$ cat src/rtl/pmb_pkg.sv
package pmb_pkg;
    localparam int STAT_BUSY  = 0;
    localparam int STAT_DONE  = 1;
    localparam int STAT_ERR   = 2;
    localparam int CMD_START  = 15;
    localparam int CMD_ERRCLR = 14;
    localparam int CMD_CNT_LO = 8;
    localparam int CMD_CNT_W  = 4;

    typedef enum logic [1:0] {
        ENG_IDLE   = 2'd0,
        ENG_FETCH  = 2'd1,
        ENG_FINISH = 2'd2
    } eng_state_e;
endpackage

$ cat src/rtl/pmb_decode.sv
module pmb_decode #(
    parameter int AW        = 16,
    parameter logic [AW-1:0] BASE = 16'h8000,
    parameter int BUF_WORDS = 4,
    parameter int IDX_W     = 2
) (
    input  logic [AW-1:0]    addr,
    output logic             hit,
    output logic             hit_stat,
    output logic             hit_buf,
    output logic [IDX_W-1:0] buf_idx
);
    localparam logic [AW-1:0] WIN = AW'(BUF_WORDS + 1);

    logic [AW-1:0] offset;
    logic [AW-1:0] buf_off;

    always_comb begin
        offset   = addr - BASE;
        buf_off  = offset - AW'(1);
        hit      = (addr >= BASE) && (offset < WIN);
        hit_stat = hit && (offset == '0);
        hit_buf  = hit && (offset != '0);
        buf_idx  = buf_off[IDX_W-1:0];
    end
endmodule

$ cat src/rtl/pmb_store.sv
module pmb_store #(
    parameter int DW        = 16,
    parameter int BUF_WORDS = 4,
    parameter int IDX_W     = 2
) (
    input  logic             clk,
    input  logic             rst_n,
    input  logic             cpu_we,
    input  logic [IDX_W-1:0] cpu_idx,
    input  logic [DW-1:0]    cpu_wdata,
    input  logic             dev_we,
    input  logic [IDX_W-1:0] dev_idx,
    input  logic [DW-1:0]    dev_wdata,
    input  logic [IDX_W-1:0] rd_idx,
    output logic [DW-1:0]    rd_data
);
    logic [DW-1:0] word_q [BUF_WORDS];

    for (genvar i = 0; i < BUF_WORDS; i++) begin : g_word
        always_ff @(posedge clk) begin
            if (!rst_n) begin
                word_q[i] <= '0;
            end else if (dev_we && (dev_idx == IDX_W'(i))) begin
                word_q[i] <= dev_wdata;
            end else if (cpu_we && (cpu_idx == IDX_W'(i))) begin
                word_q[i] <= cpu_wdata;
            end
        end

        // a device store lands in the addressed word
        p_dev_store_r4: assert property (@(posedge clk) disable iff (!rst_n)
            (dev_we && dev_idx == IDX_W'(i)) |=> (word_q[i] == $past(dev_wdata)));
    end

    always_comb begin
        rd_data = '0;
        for (int i = 0; i < BUF_WORDS; i++) begin
            if (rd_idx == IDX_W'(i)) rd_data = word_q[i];
        end
    end
endmodule

$ cat src/rtl/pmb_engine.sv
module pmb_engine
    import pmb_pkg::*;
#(
    parameter int DW        = 16,
    parameter int BUF_WORDS = 4,
    parameter int IDX_W     = 2,
    parameter int CNT_W     = 3
) (
    input  logic             clk,
    input  logic             rst_n,
    input  logic             cmd_wr,
    input  logic [DW-1:0]    cmd_data,
    input  logic             buf_rd,
    input  logic             med_valid,
    input  logic [DW-1:0]    med_data,
    output logic             med_req,
    output logic             dev_we,
    output logic [IDX_W-1:0] dev_idx,
    output logic [DW-1:0]    dev_wdata,
    output logic             busy,
    output logic             done,
    output logic             err
);
    eng_state_e state_q, state_d;
    logic [CNT_W-1:0] cnt_q;
    logic [IDX_W-1:0] idx_q;
    logic [CNT_W-1:0] idx_next;
    logic [CMD_CNT_W-1:0] req_n;
    logic [CNT_W-1:0] eff_n;
    logic start_ok, start_bad, take, last;

    always_comb begin
        req_n     = cmd_data[CMD_CNT_LO +: CMD_CNT_W];
        eff_n     = ((req_n == '0) || (int'(req_n) > BUF_WORDS)) ? CNT_W'(BUF_WORDS) : CNT_W'(req_n);
        start_ok  = cmd_wr && cmd_data[CMD_START] && (state_q == ENG_IDLE);
        start_bad = cmd_wr && cmd_data[CMD_START] && (state_q != ENG_IDLE);
        take      = (state_q == ENG_FETCH) && med_valid;
        idx_next  = CNT_W'(idx_q) + CNT_W'(1);
        last      = (idx_next == cnt_q);
    end

    // next-state logic
    always_comb begin
        state_d = state_q;
        unique case (state_q)
            ENG_IDLE:   if (start_ok) state_d = ENG_FETCH;
            ENG_FETCH:  if (take && last) state_d = ENG_FINISH;
            ENG_FINISH: state_d = ENG_IDLE;
            default:    state_d = ENG_IDLE;
        endcase
    end

    // state register
    always_ff @(posedge clk) begin
        if (!rst_n) state_q <= ENG_IDLE;
        else        state_q <= state_d;
    end

    // outputs
    always_comb begin
        med_req   = (state_q == ENG_FETCH);
        dev_we    = take;
        dev_idx   = idx_q;
        dev_wdata = med_data;
        busy      = (state_q != ENG_IDLE);
    end

    // datapath and flags
    always_ff @(posedge clk) begin
        if (!rst_n) begin
            cnt_q <= '0;
            idx_q <= '0;
            done  <= 1'b0;
            err   <= 1'b0;
        end else begin
            if (start_ok) begin
                cnt_q <= eff_n;
                idx_q <= '0;
            end else if (take) begin
                idx_q <= idx_q + IDX_W'(1);
            end
            if (state_q == ENG_FINISH)  done <= 1'b1;
            else if (start_ok || buf_rd) done <= 1'b0;
            if (start_bad) err <= 1'b1;
            else if (cmd_wr && cmd_data[CMD_ERRCLR]) err <= 1'b0;
        end
    end

    p_cmd_busy_r3: assert property (@(posedge clk) disable iff (!rst_n)
        start_ok |=> (busy && !done));
    p_cmd_ignored_r8: assert property (@(posedge clk) disable iff (!rst_n)
        start_bad |=> (err && $stable(cnt_q)));
    p_req_stop_r5: assert property (@(posedge clk) disable iff (!rst_n)
        (take && last) |=> !med_req);
    p_finish_r6: assert property (@(posedge clk) disable iff (!rst_n)
        (state_q == ENG_FINISH) |=> (done && !busy));
    p_done_clear_r7: assert property (@(posedge clk) disable iff (!rst_n)
        (buf_rd && state_q != ENG_FINISH) |=> !done);
endmodule

$ cat src/rtl/pmb_mailbox.sv
module pmb_mailbox
    import pmb_pkg::*;
#(
    parameter logic [15:0] BASE_ADDR = 16'h8000,
    parameter int BUF_WORDS = 4
) (
    input  logic        clk,
    input  logic        rst_n,
    input  logic [15:0] cpu_addr,
    input  logic [15:0] cpu_wdata,
    input  logic        cpu_wr,
    input  logic        cpu_rd,
    output logic [15:0] cpu_rdata,
    output logic        cpu_rvalid,
    output logic        irq_req,
    output logic        med_req,
    input  logic        med_valid,
    input  logic [15:0] med_data
);
    localparam int DW    = 16;
    localparam int AW    = 16;
    localparam int IDX_W = (BUF_WORDS > 1) ? $clog2(BUF_WORDS) : 1;
    localparam int CNT_W = $clog2(BUF_WORDS + 1);

    logic hit, hit_stat, hit_buf;
    logic [IDX_W-1:0] buf_idx, dev_idx;
    logic [DW-1:0] buf_q, dev_wdata, status;
    logic dev_we, busy, done, err;

    pmb_decode #(.AW(AW), .BASE(BASE_ADDR), .BUF_WORDS(BUF_WORDS), .IDX_W(IDX_W)) u_decode (
        .addr(cpu_addr), .hit(hit), .hit_stat(hit_stat), .hit_buf(hit_buf), .buf_idx(buf_idx)
    );

    pmb_store #(.DW(DW), .BUF_WORDS(BUF_WORDS), .IDX_W(IDX_W)) u_store (
        .clk(clk), .rst_n(rst_n),
        .cpu_we(cpu_wr && hit_buf), .cpu_idx(buf_idx), .cpu_wdata(cpu_wdata),
        .dev_we(dev_we), .dev_idx(dev_idx), .dev_wdata(dev_wdata),
        .rd_idx(buf_idx), .rd_data(buf_q)
    );

    pmb_engine #(.DW(DW), .BUF_WORDS(BUF_WORDS), .IDX_W(IDX_W), .CNT_W(CNT_W)) u_engine (
        .clk(clk), .rst_n(rst_n),
        .cmd_wr(cpu_wr && hit_stat), .cmd_data(cpu_wdata),
        .buf_rd(cpu_rd && hit_buf),
        .med_valid(med_valid), .med_data(med_data), .med_req(med_req),
        .dev_we(dev_we), .dev_idx(dev_idx), .dev_wdata(dev_wdata),
        .busy(busy), .done(done), .err(err)
    );

    always_comb begin
        status            = '0;
        status[STAT_BUSY] = busy;
        status[STAT_DONE] = done;
        status[STAT_ERR]  = err;
        irq_req           = done;
    end

    always_ff @(posedge clk) begin
        if (!rst_n) begin
            cpu_rvalid <= 1'b0;
            cpu_rdata  <= '0;
        end else if (cpu_rd && hit) begin
            cpu_rvalid <= 1'b1;
            cpu_rdata  <= hit_stat ? status : buf_q;
        end else begin
            cpu_rvalid <= 1'b0;
            cpu_rdata  <= '0;
        end
    end

    p_outside_quiet_r1: assert property (@(posedge clk) disable iff (!rst_n)
        (cpu_rd && !hit) |=> (!cpu_rvalid && cpu_rdata == '0));
    p_decode_excl_r1: assert property (@(posedge clk) disable iff (!rst_n)
        $onehot0({hit_stat, hit_buf}));
    p_inside_valid_r1: assert property (@(posedge clk) disable iff (!rst_n)
        (cpu_rd && hit) |=> cpu_rvalid);
endmodule

$ cat config.mk
export PLATFORM = sky130hd
export DESIGN_NAME = pmb_mailbox
export DESIGN_NICKNAME = d
export VERILOG_FILES = /design/src/rtl/pmb_pkg.sv /design/src/rtl/pmb_decode.sv /design/src/rtl/pmb_store.sv /design/src/rtl/pmb_engine.sv /design/src/rtl/pmb_mailbox.sv
export SDC_FILE = /design/constraint.sdc
export NUM_CORES = 1
export LEC_CHECK = 0
export BUFFER_PORTS_ARGS = -buffer_cell sky130_fd_sc_hd__buf_4
export CORE_MARGIN = 1.5
export CORE_UTILIZATION = 45
export DETAILED_ROUTE_END_ITERATION = 12
export PLACE_DENSITY_LB_ADDON = 0.2
export SLEW_MARGIN = 30
export SYNTH_ARGS = -nofsm -noshare
export SYNTH_HDL_FRONTEND = slang
export SYNTH_SLANG_ARGS = --single-unit
$ cat constraint.sdc
create_clock -name clk -period 3.56 [get_ports clk]
set_clock_uncertainty 0.1 [all_clocks]
set_input_delay 0.534 -clock clk [delete_from_list [all_inputs] [get_ports clk]]
set_output_delay 0.534 -clock clk [all_outputs]
set_load 0.01 [all_outputs]
* After elaboration in Yosys (flattened, before gate mapping)
Memories as Yosys holds them, arrays and structs flattened.
Index checks and enable logic that the tools add are counted.
W data, S select, Z words.
** Word-level totals
- Flip-flop bits (word level) :: 26
- Memory bits (writable) :: 64
- Input bits :: 53
- Output and inout port bits :: 19
- Logic and storage cells :: 124
- Memories kept :: 1
** Cells by class
- Add/sub/neg operators :: 4
- Order comparisons :: 3
- Eq/ne operators :: 11
- Multiplexer cells :: 51
- Bitwise logic cells :: 10
- Reduce and logical (&&, ||, !) cells :: 36
** Memories
- u_store.word_q :: words 4, width 16, read ports 4, clocked after memory_dff 0, write ports 4, line pmb_store.sv:17 : logic [DW-1:0] word_q [BUF_WORDS];
** Operators with widths (number)
- $mux W16 :: 12
- $mux W1 :: 34
- $logic_and A1 B1 Y1 :: 21
- $ge A16 B16 Y1 const B :: 1
- $logic_not A16 Y1 :: 1
- $lt A16 B3 Y1 const B :: 1
- $reduce_bool A16 Y1 :: 1
- $sub A16 B16 Y16 const B :: 1
- $eq A2 B2 Y1 const B :: 5
- $or A1 B1 Y1 :: 8
- $eq A2 B1 Y1 const B :: 3
- $logic_not A2 Y1 :: 3
- $mux W3 :: 2
- $reduce_bool A2 Y1 :: 3
- $gt A4 B3 Y1 const B :: 1
- $logic_not A4 Y1 :: 1
- $mux W2 :: 2
- $ne A2 B1 Y1 const B :: 2
- $pmux W2 S2 :: 1
- $reduce_and A2 Y1 :: 2
- $add A2 B1 Y3 const B :: 1
- $eq A3 B3 Y1 :: 1
- $reduce_or A3 Y1 :: 1
- $add A2 B1 Y2 const B :: 1
- other kinds (4) :: 6

* Logic depth before layout (Yosys ltp)
- Word-level depth :: 11
- Depth in mapped cells :: 7
- Depth with buffers taken out :: 6

* Modules after synthesis
A second synthesis with hierarchy kept.
** Second synthesis, totals
- Cell total of the unflattened synthesis :: 301
- Area total of the unflattened synthesis :: 4385.5 µm²
** Modules (own cells, without submodules)
- pmb_store :: times used 1, cells an instance 183, area an instance 3194.3 µm², sequential area each 1921.8 µm²
- pmb_mailbox :: times used 1, cells an instance 43, area an instance 541.8 µm², sequential area each 340.3 µm²
- pmb_engine :: times used 1, cells an instance 59, area an instance 533.0 µm², sequential area each 180.2 µm²
- pmb_decode :: times used 1, cells an instance 16, area an instance 116.4 µm², sequential area each 0.0 µm²

* Worst setup path after synthesis
No wires, ideal clock.
- Path type :: input to register
- From :: input port cpu_addr[1]
- To :: memory u_store.word_q[3][0] (enable)
- Setup time :: 0.447 ns
- Arrival time :: 3.319 ns
- Required time :: 3.013 ns
- Path slack :: -0.307 ns
- Stages :: 5
- Buffers on the path :: 2
- Cell sequence :: buf_2 buf_2 nor3b_1 nand4_1 o311ai_0
** RTL lines
- from (decl) :: line pmb_mailbox.sv:9 : input logic [15:0] cpu_addr,
- to (decl) :: line pmb_store.sv:17

==> impl_metrics.yaml <==
status:
  status: "complete, no violations"
yosys:
  share_of_async_settable_or_async_resettable_flops_after_synthesis_pct: 0
  post_synth_main_area_contributors: "sky130_fd_sc_hd__edfxtp_1 (44%), sky130_fd_sc_hd__dfxtp_1 (12%), sky130_fd_sc_hd__a22o_1 (11%)"
  dominantRegCellSynth: "sky130_fd_sc_hd__edfxtp_1"
  yosys.cell_count.top_type: "sky130_fd_sc_hd__edfxtp_1"
  sequential_to_total_area_share_from_yosys_stat_pct: 56.3
  yosys_warnings: 0
  ranking_of_synthesized_cells_by_instance_count: "sky130_fd_sc_hd__edfxtp_1 (64), sky130_fd_sc_hd__a22o_1 (53), sky130_fd_sc_hd__dfxtp_1 (26)"
  synth_area_um2: 4340
  synth_top_area_cell: "sky130_fd_sc_hd__edfxtp_1"
  synthesis.instances: 308
  yosys.area.top_type_share_pct: 44.3
  syn-num-nets: 365
  synth_edf_count: 64
  yosysUniqueCellTypes: 51
  avgSynthCellArea_um2: 14.1
  flip_flop_and_latch_count_after_synthesis: 90
sta:
  timing.setup.tns_ns: 0
  worst_pin_slew_ns: 0.530
  timing_hold_violations_final: 0
  timing.final.setup_violations: 0
  max-slew-margin-rel_pct: 64.4
  number_of_slew_limit_violations_in_the_final_report: 0
  fmax_mhz: 396
  rsz_0062_raised_after_global_routing: "false"
  fraction_of_the_cycle_the_final_worst_path_needs_pct: 70.9
  finalCriticalPeriod_ns: 2.52
clocking:
  cts_setup_buffers: 0
  cts-root-buf: "sky130_fd_sc_hd__clkbuf_8"
  cts_tree: "yes"
  post_cts.resized_instances: 0
  clock-sinks: 90
  clk_pin_slew_worst_paths_ns: 0.10
  htree_levels: 3
  cts_hold_buffers: 0
  worst_skew_pair.late_latency_ns: 0.35
  clock_path_buffers: 2
  cts_made_buffers: 9
placement:
  placedInstanceArea_um2: 5000
  dpl.hpwl_mm: 6.63
  place_congestion: 0.830
  place.port_buffers: 71
floorplan:
  pin_count: 72
  die_width_um: 101
  placement_rows: 35
  die_h_um: 101
  placeableCoreArea_um2: 9280
  floorplan.die_area_um2: 10200
  initial_utilization_pct: 46.7
hold_path:
  worst_hold_path_type: "in2reg"
  timing.hold.worst.start: "cpu_wdata[8]"
drt:
  drt-total-wl_mm: 10.2
  drt_iter0_markers: 132
  drtPass1Iterations: 4
  postRouteAntennaNets: 0
  dr_total_vias: 2957
  drc_errors: 0
  routed_wirelength_normalized_by_instance_count_um: 19.9
  route.detailed.vias_per_inst: 5.79
final_layout:
  nets: 434
  final_area_um2: 5190
  layout-drive-gt1-share_pct: 37.7
  area_growth_syn_to_layout_pct: 19.7
  postLayoutCoreUtil_pct: 55.9
  antenna_cells_inserted: 0
  num-fill-cells: 795
  multi_input_comb_area_um2: 1770
  ff_latch_area_um2: 2440
critical_path:
  critical_path_required_ns: 3.50
  arrival_ns: 2.46
  crit_fanout: 16
  worst_setup_path_end_kind: "register"
  reg_to_reg_startpoint: "u_engine.dev_idx[0]$_SDFFE_PP0P_"
  critical_path_class: "in2reg"
  worstSetupStartpoint: "cpu_addr[11]"
  timing.critical_path.from_type: "input port"
global_routing:
  grt_remaining_overflow: 0
  grt_start_max_net_pins: 27
  vias_in_the_first_global_route: 2962
  global_route_wire_length_before_repair_mm: 15.8
  grt_antenna_before_repair: 0
  grt_util_all_layers_pct: 21.2
pwr:
  power_per_unit_of_standard_cell_area_nw_per_um2: 382
  vdd.ir_drop.worst_v: 0.000167
  power_leakage_uw: 0.00193
run:
  maxCapViolCount: 0
path summary, 6_finish.rpt:
kind / end / slack, ns / cells past startpoint
worst max-delay path: u_store.word_q[2][14]$_SDFFCE_PN0P_ / 1.04 / 6
worst min-delay path: u_engine.cnt_q[0]$_SDFFE_PN0P_ / 0.38 / 3
worst max register to register: u_store.word_q[2][15]$_SDFFCE_PN0P_ / 1.39 / 7
worst min register to register: cpu_rdata[2]$_SDFF_PP0_ / 0.39 / 2
stage by stage:
stage          hold slack, ns  instances  setup WS, ns  total power [µW]
3_5_place_dp            0.378        495         0.657              1340
3_3_place_gp            0.376        495         0.747              1340
6_report                0.376        511          1.04              1980
5_1_grt                 0.373        511         0.905              2050
2_1_floorplan           0.348        308         0.146              1250
4_1_cts                 0.365        511          1.03              1990
routing by layer:
metal | share of wire [%] | up-vias | track usage, %
li1 | - | 1391 | -
met1 | 43 | 1462 | 26.9
met2 | 50 | 90 | 36.3
met3 | 4.9 | 14 | 3.59
met4 | 1.8 | 0 | 8.33
met5 | 0 | - | 0
cell usage in the layout, fill, tap and decap left out, types with 3 or more instances in the layout:
| cell | synthesis | routed |
|---|---|---|
| sky130_fd_sc_hd__buf_4 | 2 | 80 |
| sky130_fd_sc_hd__edfxtp_1 | 64 | 64 |
| sky130_fd_sc_hd__a22o_1 | 53 | 53 |
| sky130_fd_sc_hd__dfxtp_1 | 26 | 26 |
| sky130_fd_sc_hd__mux4_2 | 16 | 16 |
| sky130_fd_sc_hd__nor2b_1 | 14 | 14 |
| sky130_fd_sc_hd__a22o_2 | 10 | 10 |
| sky130_fd_sc_hd__a21oi_1 | 10 | 10 |
| sky130_fd_sc_hd__clkbuf_8 | 0 | 9 |
| sky130_fd_sc_hd__o21ai_0 | 9 | 8 |
| sky130_fd_sc_hd__inv_1 | 7 | 7 |
| sky130_fd_sc_hd__nand3_1 | 6 | 6 |
| sky130_fd_sc_hd__nand4_1 | 6 | 6 |
| sky130_fd_sc_hd__nand2_1 | 6 | 6 |
| sky130_fd_sc_hd__nor3_1 | 6 | 6 |
| sky130_fd_sc_hd__and3_2 | 5 | 5 |
| sky130_fd_sc_hd__nor4_4 | 4 | 4 |
| sky130_fd_sc_hd__ha_1 | 4 | 4 |
| sky130_fd_sc_hd__o211ai_1 | 3 | 3 |
| sky130_fd_sc_hd__nor2_1 | 3 | 3 |
| sky130_fd_sc_hd__inv_6 | 0 | 3 |
cell type report:
| class | count | area share, % |
|---|---|---|
| clock inverter | 7 | 1.21 |
| inverter | 8 | 0.579 |
| timing repair buffer | 80 | 11.6 |
| tap | 129 | 3.11 |
| clock buffer | 9 | 2.39 |
| sequential | 90 | 47.1 |
| multi-input combinational | 188 | 34.1 |
state kept, by name, indices dropped and copies added (netlist names):
| signal | count |
|---|---|
| u_store.word_q | 64 |
| cpu_rdata | 16 |
| u_engine.cnt_q | 3 |
| u_engine.dev_idx | 2 |
| u_engine.state_q | 2 |
| cpu_rvalid | 1 |
| u_engine.done | 1 |
| u_engine.err | 1 |
critical path: stages:
cell,delay [ns]
sky130_fd_sc_hd__buf_4,0.11
sky130_fd_sc_hd__nor4_2,0.46
sky130_fd_sc_hd__nand3_1,0.35
sky130_fd_sc_hd__or4_1,0.54
sky130_fd_sc_hd__o211ai_1,0.18
sky130_fd_sc_hd__buf_4,0.29
kinds of logic (layout without fill, tap and decap cells):
group / after synthesis / in the layout / synth area share (%)
fa+ha+maj: 4 / 4 / 1.15
compound gates: 95 / 95 / 18.2
simple gates: 69 / 69 / 12.0
flops: 90 / 90 / 56.3
mux: 16 / 16 / 8.31
xor+xnor: 4 / 4 / 0.808
buf+inv: 30 / 104 / 3.20
power breakdown:
group | switching (µW) | total [µW] | leakage (µW) | internal (µW)
Clock | 397 | 663 | 0.0000894 | 266
Sequential | 8.06 | 1150 | 0.000843 | 1150
Combinational | 84.9 | 164 | 0.00100 | 79.1
Total | 490 | 1980 | 0.00193 | 1490
No activity file was read; power rests on OpenSTA's default activity.
